==> config.mk <==
export PLATFORM = sky130hd
export DESIGN_NAME = cmd_responder
export DESIGN_NICKNAME = d
export VERILOG_FILES = /design/src/rtl/cmd_responder.sv
export SDC_FILE = /design/constraint.sdc
export NUM_CORES = 1
export LEC_CHECK = 0
export BUFFER_PORTS_ARGS = -buffer_cell sky130_fd_sc_hd__buf_4
export CAP_MARGIN = 10
export CORE_MARGIN = 2
export CORE_UTILIZATION = 35
export CTS_BUF_LIST = sky130_fd_sc_hd__clkbuf_16
export CTS_CLUSTER_DIAMETER = 50
export CTS_CLUSTER_SIZE = 20
export DETAILED_ROUTE_END_ITERATION = 6
export PLACE_DENSITY = 0.52
export SETUP_SLACK_MARGIN = 0.02
export SLEW_MARGIN = 20
export SYNTH_ARGS = -nofsm -noshare
export SYNTH_HDL_FRONTEND = slang
export SYNTH_SLANG_ARGS = --single-unit
==> constraint.sdc <==
create_clock -name clk -period 3 [get_ports clk]
set_input_delay 0.15 -clock clk [delete_from_list [all_inputs] [get_ports clk]]
set_output_delay 0.15 -clock clk [all_outputs]
set_load 0.01 [all_outputs]
==> src/rtl/cmd_responder.sv <==
module cmd_responder #(
  parameter int          RSP_AW   = 7,
  parameter int          POLL_DIV = 2_000_000,
  parameter logic [31:0] SEC_INIT = 32'd2082844800
) (
  input  logic              clk,
  input  logic              rst_n,
  input  logic              in_valid,
  input  logic [7:0]        in_data,
  input  logic              in_last,
  input  logic              sec_tick,
  output logic              bus_req_valid,
  output logic [7:0]        bus_req_data,
  output logic              bus_req_last,
  output logic              bus_poll,
  input  logic              bus_rsp_valid,
  input  logic [7:0]        bus_rsp_data,
  input  logic              bus_rsp_last,
  input  logic              bus_rsp_err,
  output logic              out_we,
  output logic [RSP_AW-1:0] out_addr,
  output logic [7:0]        out_data,
  output logic              out_done,
  output logic [RSP_AW:0]   out_len,
  output logic              poll_on,
  output logic              shutdown_req
);
  localparam int DEPTH = 1 << RSP_AW;
  localparam int DMAX  = DEPTH - 2;
  localparam int PCW   = $clog2(POLL_DIV + 1);

  localparam logic [2:0] K_BUS = 3'd0, K_POLL = 3'd1, K_AP = 3'd2,
                         K_TIME = 3'd3, K_ACK = 3'd4;

  typedef enum logic [1:0] {S_IDLE, S_RX, S_WAIT, S_EMIT} st_t;

  st_t             st;
  logic [1:0]      nb;
  logic [7:0]      ptype, cmd, arg, code;
  logic [2:0]      kind, idx;
  logic            err;
  logic [RSP_AW-1:0] dlen;
  logic [31:0]     secs, tsnap;
  logic [PCW-1:0]  pcnt;
  logic            ppend;

  logic [7:0] cur_cmd, cur_arg, hdr;
  logic [2:0] hlen;
  logic       emit_last, data_wr;

  assign cur_cmd = (nb == 2'd1) ? in_data : cmd;
  assign cur_arg = (nb == 2'd2) ? in_data : (nb == 2'd3) ? arg : 8'h00;

  assign bus_poll      = (st == S_IDLE) && ppend && !in_valid;
  assign bus_req_valid = in_valid && (st == S_RX) && (ptype == 8'h00);
  assign bus_req_data  = in_data;
  assign bus_req_last  = in_last;

  assign hlen      = (kind == K_TIME) ? 3'd7 : 3'd2;
  assign emit_last = (st == S_EMIT) && (idx == hlen - 3'd1);
  assign data_wr   = (st == S_WAIT) && bus_rsp_valid && !bus_rsp_err
                     && (dlen < RSP_AW'(DMAX));

  always_comb begin
    hdr = 8'h00;
    case (kind)
      K_BUS:  hdr = (idx == 3'd1 && err) ? code : 8'h00;
      K_POLL: hdr = (idx == 3'd1) ? 8'h40 : 8'h00;
      K_AP:   hdr = (idx == 3'd0) ? 8'h01 : arg;
      K_TIME: case (idx)
                3'd0:    hdr = 8'h01;
                3'd3:    hdr = tsnap[31:24];
                3'd4:    hdr = tsnap[23:16];
                3'd5:    hdr = tsnap[15:8];
                3'd6:    hdr = tsnap[7:0];
                default: hdr = 8'h00;
              endcase
      default: hdr = (idx == 3'd0) ? 8'h01 : 8'h00;
    endcase
  end

  assign out_we   = data_wr || (st == S_EMIT);
  assign out_addr = (st == S_EMIT) ? RSP_AW'(idx) : dlen + RSP_AW'(2);
  assign out_data = (st == S_EMIT) ? hdr : bus_rsp_data;
  assign out_done = emit_last;
  assign out_len  = (RSP_AW+1)'(hlen) + (RSP_AW+1)'(dlen);

  always_ff @(posedge clk) begin
    if (!rst_n) begin
      secs <= SEC_INIT;
    end else if (sec_tick) begin
      secs <= secs + 32'd1;
    end
  end

  always_ff @(posedge clk) begin
    if (!rst_n || !poll_on) begin
      pcnt  <= '0;
      ppend <= 1'b0;
    end else begin
      if (bus_poll) ppend <= 1'b0;
      if (pcnt == PCW'(POLL_DIV - 1)) begin
        pcnt  <= '0;
        ppend <= 1'b1;
      end else begin
        pcnt <= pcnt + PCW'(1);
      end
    end
  end

  always_ff @(posedge clk) begin
    if (!rst_n) begin
      st <= S_IDLE; nb <= '0; ptype <= '0; cmd <= '0; arg <= '0;
      code <= '0; kind <= K_ACK; idx <= '0; err <= 1'b0; dlen <= '0;
      tsnap <= '0; poll_on <= 1'b0; shutdown_req <= 1'b0;
    end else begin
      shutdown_req <= 1'b0;
      case (st)
        S_IDLE: begin
          dlen <= '0; idx <= '0; err <= 1'b0;
          if (in_valid) begin
            ptype <= in_data;
            nb    <= 2'd1;
            if (!in_last) st <= S_RX;
          end else if (ppend) begin
            kind <= K_POLL;
            st   <= S_WAIT;
          end
        end
        S_RX: if (in_valid) begin
          if (nb == 2'd1) cmd <= in_data;
          if (nb == 2'd2) arg <= in_data;
          if (nb != 2'd3) nb <= nb + 2'd1;
          if (in_last) begin
            st <= S_IDLE;
            if (ptype == 8'h00) begin
              kind <= K_BUS; st <= S_WAIT;
            end else if (ptype == 8'h01) begin
              case (cur_cmd)
                8'h01: begin
                  poll_on <= (cur_arg != 8'h00);
                  arg <= cur_arg; kind <= K_AP; st <= S_EMIT;
                end
                8'h03, 8'h09: begin
                  tsnap <= secs; kind <= K_TIME; st <= S_EMIT;
                end
                8'h13, 8'h14, 8'h19, 8'h21: begin
                  kind <= K_ACK; st <= S_EMIT;
                end
                8'h0A: begin
                  kind <= K_ACK; st <= S_EMIT; shutdown_req <= 1'b1;
                end
                default: st <= S_IDLE;
              endcase
            end
          end
        end
        S_WAIT: if (bus_rsp_valid) begin
          if (bus_rsp_err) begin
            err  <= 1'b1;
            code <= bus_rsp_data;
            st   <= (kind == K_POLL) ? S_IDLE : S_EMIT;
          end else begin
            if (data_wr) dlen <= dlen + RSP_AW'(1);
            if (bus_rsp_last) st <= S_EMIT;
          end
        end
        default: begin
          idx <= idx + 3'd1;
          if (emit_last) st <= S_IDLE;
        end
      endcase
    end
  end
endmodule

==> metrics, run 1 <==
status complete, no violations; peak supply drop 0.408 mV; drt pass-1 iters 4; Post-synth top cells 141 x nor2_1, 138 x dfxtp_1, 77 x nand2_1; Least-Margin Pin Slew 0.692 ns; vias in the first global route 5,488; Async SR Flop Fraction 0%; fmax 362 MHz; Die Y 143 um; count leader, synth nor2_1; Final period util 92.0%; routed length per instance 15.1 um; nets@finish 914; cells after synthesis 818; most area-consuming cells after synthesis dfxtp_1 41%, nor2_1 7.8%, mux2i_1 5.7%; area leader, netlist dfxtp_1; largest net degree at the start of global routing 71; CTS clk-pin slew, worst paths 0.06 ns; wirelength, routed 17.3 mm; Synth Register Bits 138; via/cell ratio 5.10; Die W 143 um; Initial Util 36.0%; final worst setup slack 0.240 ns; Bufs on Longest Clock Path 2; Port Buffer Count 61; Yosys top cell area share 40.6%; Tot GR Track Use 17.5%; Max FO, Critical Path 9; HPWL Detailed 12.0 mm; register area 2760 sq um; Syn-to-layout area delta 20.8%; synthesized area 6800 sq um; Crit Path Class register to output pin; pre-CTS setup slack 0.228 ns; DIE AREA 20,600 sq um; first-pass GRT wire length 28.4 mm; drt initial violations 356; CP startpoint kind register; root buf cell clkbuf_16; ANT nets after route 0; sequential-to-total area share from yosys stat 40.6%; Routability Congestion 0.799; post-synthesis net count 861; Power Density 617 nW/um^2; static leakage 2.98 nW; Netlist cell types 59; core area 18,900 sq um; DRC violations left 0; Max Cap Violations 0; Filler cells 1,926; Worst EP required 2.85 ns; Critical Path AT 2.61 ns; placement row count 50; skew final 0.0126 ns; ANT cells 0; depth of the CTS H-tree 4; commonest register cell after synthesis dfxtp_1; relative slew slack 53.4%; CTS tree yes; grt total ovfl 0; IO Pins 62; TritonCTS Sinks 138; final hold vios 0; area used by multi-input combinational logic 3710 sq um; layout cells sized above 1 13.3%; RSZ-0062 raised after global routing false; # setup viols final 0; CP endpoint kind output pin; TritonCTS Buffers 17; post-synthesis area per instance 8.31 sq um; max-slew violation count 0; Min-Delay Path Class input port to register; setup TNS 0 ns; EDFF count, synth 0; clock latency on the worst-skew pair 0.43 ns; vias 5,839; fin util 43.5%; Final Critical Period 2.76 ns; initial antenna violation count 0; Ys Warns 0
-- report_power, final --
group / total (W) / switching [W] / internal, W
sequential: 0.00196 / 0.0000650 / 0.00190
clock: 0.00225 / 0.000851 / 0.00139
combinational: 0.000863 / 0.000529 / 0.000334
total: 0.00507 / 0.00145 / 0.00362
-- worst paths after layout --
| check | from | to | slack (ns) | cells past startpoint |
|---|---|---|---|---|
| min reg2reg | ptype[6]$_SDFFE_PN0P_ | ptype[6]$_SDFFE_PN0P_ | 0.45 | 2 |
| min | in_data[7] | arg[7]$_SDFFE_PN0P_ | 0.03 | 2 |
| max reg2reg | nb[1]$_SDFFE_PN0P_ | tsnap[25]$_SDFFE_PN0P_ | 0.35 | 9 |
| max | idx[0]$_SDFFE_PN0N_ | out_data[5] | 0.24 | 9 |
-- state kept, by name (all words and copies together), names as in the netlist, 2 cells and up --
register,count
secs,32
tsnap,32
pcnt,21
arg,8
cmd,8
code,8
ptype,8
dlen,7
idx,3
kind,3
nb,2
st,2
-- worst max-delay path, cell delays in order, from the launching register on --
cell      delay (ns)
dfxtp_1         0.44
inv_1           0.13
ha_1            0.36
a222oi_1        0.44
nor2_1          0.08
a21oi_1         0.16
nor2_1          0.09
a221oi_1        0.22
a21oi_1         0.10
buf_4           0.15
-- cell type report --
class                           count  area share, %
Clock inverter                     15           2.39
Tap cell                          260           3.96
Inverter                           27           1.23
Sequential cell                   138           33.6
Timing Repair Buffer               85           8.41
Clock buffer                       17           5.18
Multi-Input combinational cell    602           45.2
-- metrics by stage --
step / cells / power, W / hold slack [ns] / cell area (sq um)
2_1_floorplan: 818 / 0.00257 / 0.283 / 6800
3_3_place_gp: 1101 / 0.00285 / 0.422 / 7470
3_5_place_dp: 1101 / 0.00284 / 0.422 / 7470
4_1_cts: 1144 / 0.00512 / 0.00739 / 8200
5_1_grt: 1144 / 0.00530 / 0.0148 / 8210
6_report: 1144 / 0.00507 / 0.0301 / 8210
-- per-layer routing --
| metal | vias to the layer above | GRT usage [%] | wire (um) |
|---|---|---|---|
| met5 | - | 0 | 0 |
| met4 | 0 | 5.83 | 176 |
| met3 | 14 | 3.63 | 620 |
| met2 | 111 | 27.3 | 7740 |
| met1 | 2761 | 24.2 | 8740 |
| li1 | 2953 | - | - |
-- placed cells by master, fill, tap and decap left out, drive strengths merged, types with 9 or more instances in the layout --
cell type    count
nor2           141
dfxtp          138
nand2           77
buf             74
a21oi           58
mux2i           39
nand3           37
inv             33
xor2            29
xnor2           26
o21ai           20
ha              19
clkbuf          17
nand4           13
or3             11
dlygate4sd3     11
and3            10
nor3            10
and4             9
-- cells by family (layout without fill, tap and decap cells) --
kind of cell / Yosys count / count (layout) / synth area share (%)
AOI/OAI and AO/OA: 130 / 130 / 12.3
xor gates and xnor gates: 55 / 55 / 7.08
adders and majority gates: 19 / 19 / 3.50
buffers and inverters: 78 / 144 / 5.01
DFF: 138 / 138 / 40.6
muxes: 43 / 43 / 6.40
and+or+nand+nor: 355 / 355 / 25.0
-- repair_timing --
item	in CTS	in global routing
hold buffers	11	0
endpoints found under the setup margin	0	20
setup buffers	0	0
gates resized for setup	0	4
endpoints found under the hold margin	11	0
No activity file was read; power rests on OpenSTA's default activity.
==> run 2: changes to the inputs <==
CORE_UTILIZATION = 60   (was 35)
PLACE_DENSITY = 0.8   (was 0.52)
==> run 2 against run 1 <==
Compared with the run above: total power decreased by 5.0%; global-route usage rose by 9.8 points; routed wire length down 3.5%; critical path type unchanged; first-iteration DRC count rose by 74%; final area fell by 3.6%; sequential share of layout area is 1.3 points higher; highest routed layer unchanged; critical path depth is the same; register-to-register slack hardly changed; largest cell class unchanged; critical endpoint is now out_data[6].
==> metrics, run 2 (synthesis gave the netlist of run 1 again) <==
reg2reg setup slack 0.35 ns; Tot GR Track Use 27.3%; fmax 353 MHz; register area 2770 sq um; root buf cell clkbuf_16; Routability Congestion 0.915; wirelength, routed 16.7 mm; Least-Margin Pin Slew 0.914 ns; post-CTS setup buffer count 0; CTS tree yes; Die W 110 um; grt total ovfl 0; setup TNS 0 ns; Max Cap Violations 0; nets@finish 907; routed length per instance 16.4 um; worst hold margin 0.00991 ns; Port Buffer Count 61; slowest stage delay, CP 0.42 ns; Syn-to-layout area delta 16.5%; CP endpoint kind output pin; DIE AREA 12,200 sq um; core area 10,900 sq um; RSZ-0062 raised after global routing false; initial antenna violation count 0; Filler cells 871; via/cell ratio 5.92; status complete, no violations; first-pass GRT wire length 27.4 mm; drt pass-1 iters 5; DRC violations left 0; vias in the first global route 5,764; final hold vios 0; area used by multi-input combinational logic 3700 sq um; drt initial violations 621; Worst EP required 2.85 ns; hold path cells 3; skew final 0.00864 ns; largest net degree at the start of global routing 53; Hold Path Origin bus_rsp_data[0]; max-slew violation count 0; Final Critical Period 2.83 ns; Die Y 110 um; placement row count 38; worst-path cell chain inv_1 -> ha_1 -> a222oi_1 -> nor2_1 -> a21oi_1 -> nor2_1 -> a221oi_1 -> a21oi_1 -> buf_4; Final period util 94.5%; static leakage 2.92 nW; vias 6,017; CTS clk-pin slew, worst paths 0.06 ns; FF-to-FF Start nb[1]$_SDFFE_PN0P_; peak supply drop 0.517 mV; design area 7920 sq um; Hold Path Sink code[0]$_SDFFE_PN0P_; placed cell area 7280 sq um; ANT nets after route 0; Bufs on Longest Clock Path 2; Initial Util 62.2%; Max FO, Critical Path 10; Power Density 608 nW/um^2; CP startpoint kind register; most frequent cells in the layout 141 x nor2_1, 136 x dfxtp_1, 77 x nand2_1; Critical Path AT 2.68 ns; relative slew slack 39.0%; TritonCTS Buffers 17; worst reg-to-reg path cell count 9; HPWL Detailed 11.4 mm; TritonCTS Sinks 138; most common cell after layout, fill and taps aside nor2_1; layout cells sized above 1 13.1%; # setup viols final 0; Slowest-stage cell, CP dfxtp_1; clock latency on the worst-skew pair 0.43 ns; Crit Path Class register to output pin; biggest regs secs: 32 flops, tsnap: 32 flops, pcnt: 21 flops; depth of the CTS H-tree 4; IO Pins 62; Min-Delay Path Class input port to register; ANT cells 0; FF-to-FF End kind[0]$_SDFFE_PN0P_; Worst Setup SP idx[0]$_SDFFE_PN0N_
[run 2: metrics by stage]
stage	util, %	cells	setup WS (ns)	power [W]
finish	72.4	1016	0.166	0.00481
global route	72.4	1016	0.0555	0.00501
CTS	72.2	1015	0.129	0.00480
detailed placement	66.6	978	0.302	0.00282
global placement	66.6	978	0.416	0.00279
floorplan	-	818	0.574	0.00257
[run 2: worst max-delay path by stage]
stage / to / slack (ns)
floorplan: tsnap[10]$_SDFFE_PN0P_ / 0.57
global placement: tsnap[4]$_SDFFE_PN0P_ / 0.42
detailed placement: tsnap[21]$_SDFFE_PN0P_ / 0.30
CTS: out_data[7] / 0.13
global route: out_data[6] / 0.06
finish: out_data[6] / 0.17
[run 2: repair_timing]
item                                    4_1_cts  5_1_grt
endpoints found under the setup margin        0       31
resized for setup                             0        4
hold buffers                                  6        1
endpoints found under the hold margin         6        1
[run 2: final cells by class]
| class | instances | area share [%] |
|---|---|---|
| Multi-Input combinational cell | 602 | 46.7 |
| Sequential cell | 138 | 34.9 |
| Clock inverter | 14 | 1.69 |
| Tap cell | 140 | 2.21 |
| Clock buffer | 17 | 5.37 |
| Inverter | 27 | 1.33 |
| Timing Repair Buffer | 78 | 7.77 |
[run 2: per-layer routing]
layer,GRT usage [%],wire length [um],vias to the layer above
met1,33.2,7140,2838
li1,-,-,2928
met3,8.40,1110,32
met2,45.6,8100,219
met5,0,0,-
met4,10.0,326,0
[run 2: power by group]
part / switching [W] / internal (W)
combinational: 0.000534 / 0.000326
sequential: 0.0000634 / 0.00190
clock: 0.000789 / 0.00120
[run 2: worst max-delay path: cells and delay by family, from the launching register on]
kind	cells	cell delay (ns)
flops	1	0.42
fa+ha+maj	1	0.35
simple gates	2	0.18
compound gates	4	1.02
buf+inv	2	0.29
==> run 3: changes to the inputs <==
CORE_UTILIZATION = 25   (was 60)
PLACE_DENSITY = 0.4   (was 0.8)
==> run 3 against run 2 <==
Compared with the run above: final area is 4.7% higher; combinational power is 2% higher; maximum frequency is 1.3% higher; cell count is 21% higher; clock-buffer cell count stayed put; sequential power hardly changed; clock skew is 0.00096 ns lower; via count is 4.4% lower; critical path depth stayed put; sequential share of layout area is 1.6 points lower; die area is 130% higher; critical endpoint is now out_data[5]; highest routed layer unchanged.
==> metrics, run 3 (synthesis gave the netlist of run 1 again) <==
FF-to-FF Start nb[1]$_SDFFE_PN0P_; grt total ovfl 0; Filler cells 2,864; fin util 30.9%; peak supply drop 0.366 mV; routed length per instance 15.5 um; relative slew slack 47.5%; DIE AREA 28,500 sq um; static leakage 2.96 nW; CP startpoint kind register; Die W 169 um; vias in the first global route 5,584; part of the power in registers 39.2%; Die Y 169 um; final hold vios 0; DRC violations left 0; core area 26,800 sq um; Power Density 604 nW/um^2; skew final 0.00768 ns; TritonCTS Buffers 17; via/cell ratio 4.70; clock latency on the worst-skew pair 0.42 ns; most frequent cells in the layout 141 x nor2_1, 138 x dfxtp_1, 77 x nand2_1; RSZ-0062 raised after global routing false; hold path cells 2; Clk pwr share 43.3%; vias 5,752; reg2reg setup slack 0.40 ns; Final period util 93.2%; CTS tree yes; Crit Path Class register to output pin; # setup viols final 0; root buf cell clkbuf_16; drt pass-1 iters 5; layout cells sized above 1 13.2%; Port Buffer Count 61; HPWL Detailed 13.7 mm; placement row count 60; combinational power share 17.5%; pre-CTS setup slack 0.402 ns; Max Cap Violations 0; TritonCTS Sinks 138; Hold Path Sink arg[3]$_SDFFE_PN0P_; Bufs on Longest Clock Path 2; Cell Int Power 0.00360 W; depth of the CTS H-tree 4; FF-to-FF End kind[2]$_SDFFE_PN1P_; Least-Margin Pin Slew 0.787 ns; biggest regs secs: 32 flops, tsnap: 32 flops, pcnt: 21 flops; max-slew violation count 0; drt initial violations 358; most common cell after layout, fill and taps aside nor2_1; CP endpoint kind output pin; Hold Path Origin in_data[3]; wirelength, routed 19.0 mm; ANT cells 0; Tot GR Track Use 13.6%; nets@finish 914; Syn-to-layout area delta 21.9%; Initial Util 25.4%; DP Cell Count 1,185; switching pwr 0.00141 W; Min-Delay Path Class input port to register; Final Non-Filler Cells 1,225; Critical Path AT 2.65 ns; Worst EP required 2.85 ns; Final Critical Period 2.80 ns; initial antenna violation count 0; worst reg-to-reg path cell count 10; Sw Share 28.1%; fmax 358 MHz; largest net degree at the start of global routing 53; IO Pins 62; Routability Congestion 0.771; status complete, no violations; total chip power 0.00501 W; ANT nets after route 0; CTS clk-pin slew, worst paths 0.06 ns; first-pass GRT wire length 30.5 mm; Max FO, Critical Path 10; final worst setup slack 0.203 ns; setup TNS 0 ns
run 3: cell types whose count changed in the layout (fill, tap and decap cells not counted), sizes merged:
cell / before / now
buf: 71 / 77
clkinv: 7 / 10
inv: 29 / 26
bufinv: 2 / 4
clkinvlp: 3 / 2
dlygate4sd3: 7 / 8
run 3: what timing repair did:
item | in CTS | in global routing
endpoints found under the setup margin | 0 | 8
hold buffers | 8 | 0
buffers inserted | 0 | 0
resized for setup | 0 | 2
hold endpoints to repair | 8 | 0
run 3: power groups by stage:
stage	Sequential, W	Clock, W	Combinational [W]
3_3_place_gp	0.00200	0	0.000869
4_1_cts	0.00196	0.00224	0.000881
6_report	0.00196	0.00217	0.000876
5_1_grt	0.00197	0.00233	0.000975
3_5_place_dp	0.00200	0	0.000867
2_1_floorplan	0.00198	0	0.000593
run 3: worst max-delay path: stages, from the launching register on:
cell and delay (ns):
dfxtp_1 0.43, inv_1 0.09, ha_1 0.33, a222oi_1 0.51
nor2_1 0.13, a21oi_1 0.15, nor2_1 0.08, a221oi_1 0.25
a21oi_1 0.11, buf_4 0.15
run 3: how the worst max path moves through the flow:
stage	depth (start not counted)	slack, ns	startpoint	to
floorplan	11	0.57	nb[1]$_SDFFE_PN0P_	tsnap[10]$_SDFFE_PN0P_
global placement	10	0.38	nb[1]$_SDFFE_PN0P_	kind[2]$_SDFFE_PN1P_
detailed placement	10	0.40	nb[1]$_SDFFE_PN0P_	kind[2]$_SDFFE_PN1P_
CTS	7	0.05	idx[0]$_SDFFE_PN0N_	out_data[6]
global route	9	0.05	idx[1]$_SDFFE_PN0N_	out_data[3]
finish	9	0.20	idx[1]$_SDFFE_PN0N_	out_data[5]
run 3: metal layers:
metal	global-route usage (%)	vias to the layer above	part of all wire, %
li1	-	2958	-
met1	18.0	2690	50
met2	22.1	90	45
met3	2.85	14	3.2
met4	4.35	0	1.3
met5	0	-	0
run 3: area by class of cell:
| class | count | area (sq um) | area share, % |
|---|---|---|---|
| Inverter | 27 | 101 | 1.22 |
| Timing Repair Buffer | 85 | 683 | 8.24 |
| Tap cell | 341 | 427 | 5.15 |
| Sequential cell | 138 | 2760 | 33.3 |
| Multi-Input combinational cell | 602 | 3710 | 44.7 |
| Clock inverter | 15 | 181 | 2.19 |
| Clock buffer | 17 | 425 | 5.13 |
run 3: stage by stage:
| step | hold WS, ns | area, sq um |
|---|---|---|
| finish | 0.0221 | 8290 |
| global placement | 0.419 | 7590 |
| global route | 0.00905 | 8290 |
| floorplan | 0.283 | 6800 |
| CTS | 0.00711 | 8280 |
| detailed placement | 0.421 | 7590 |
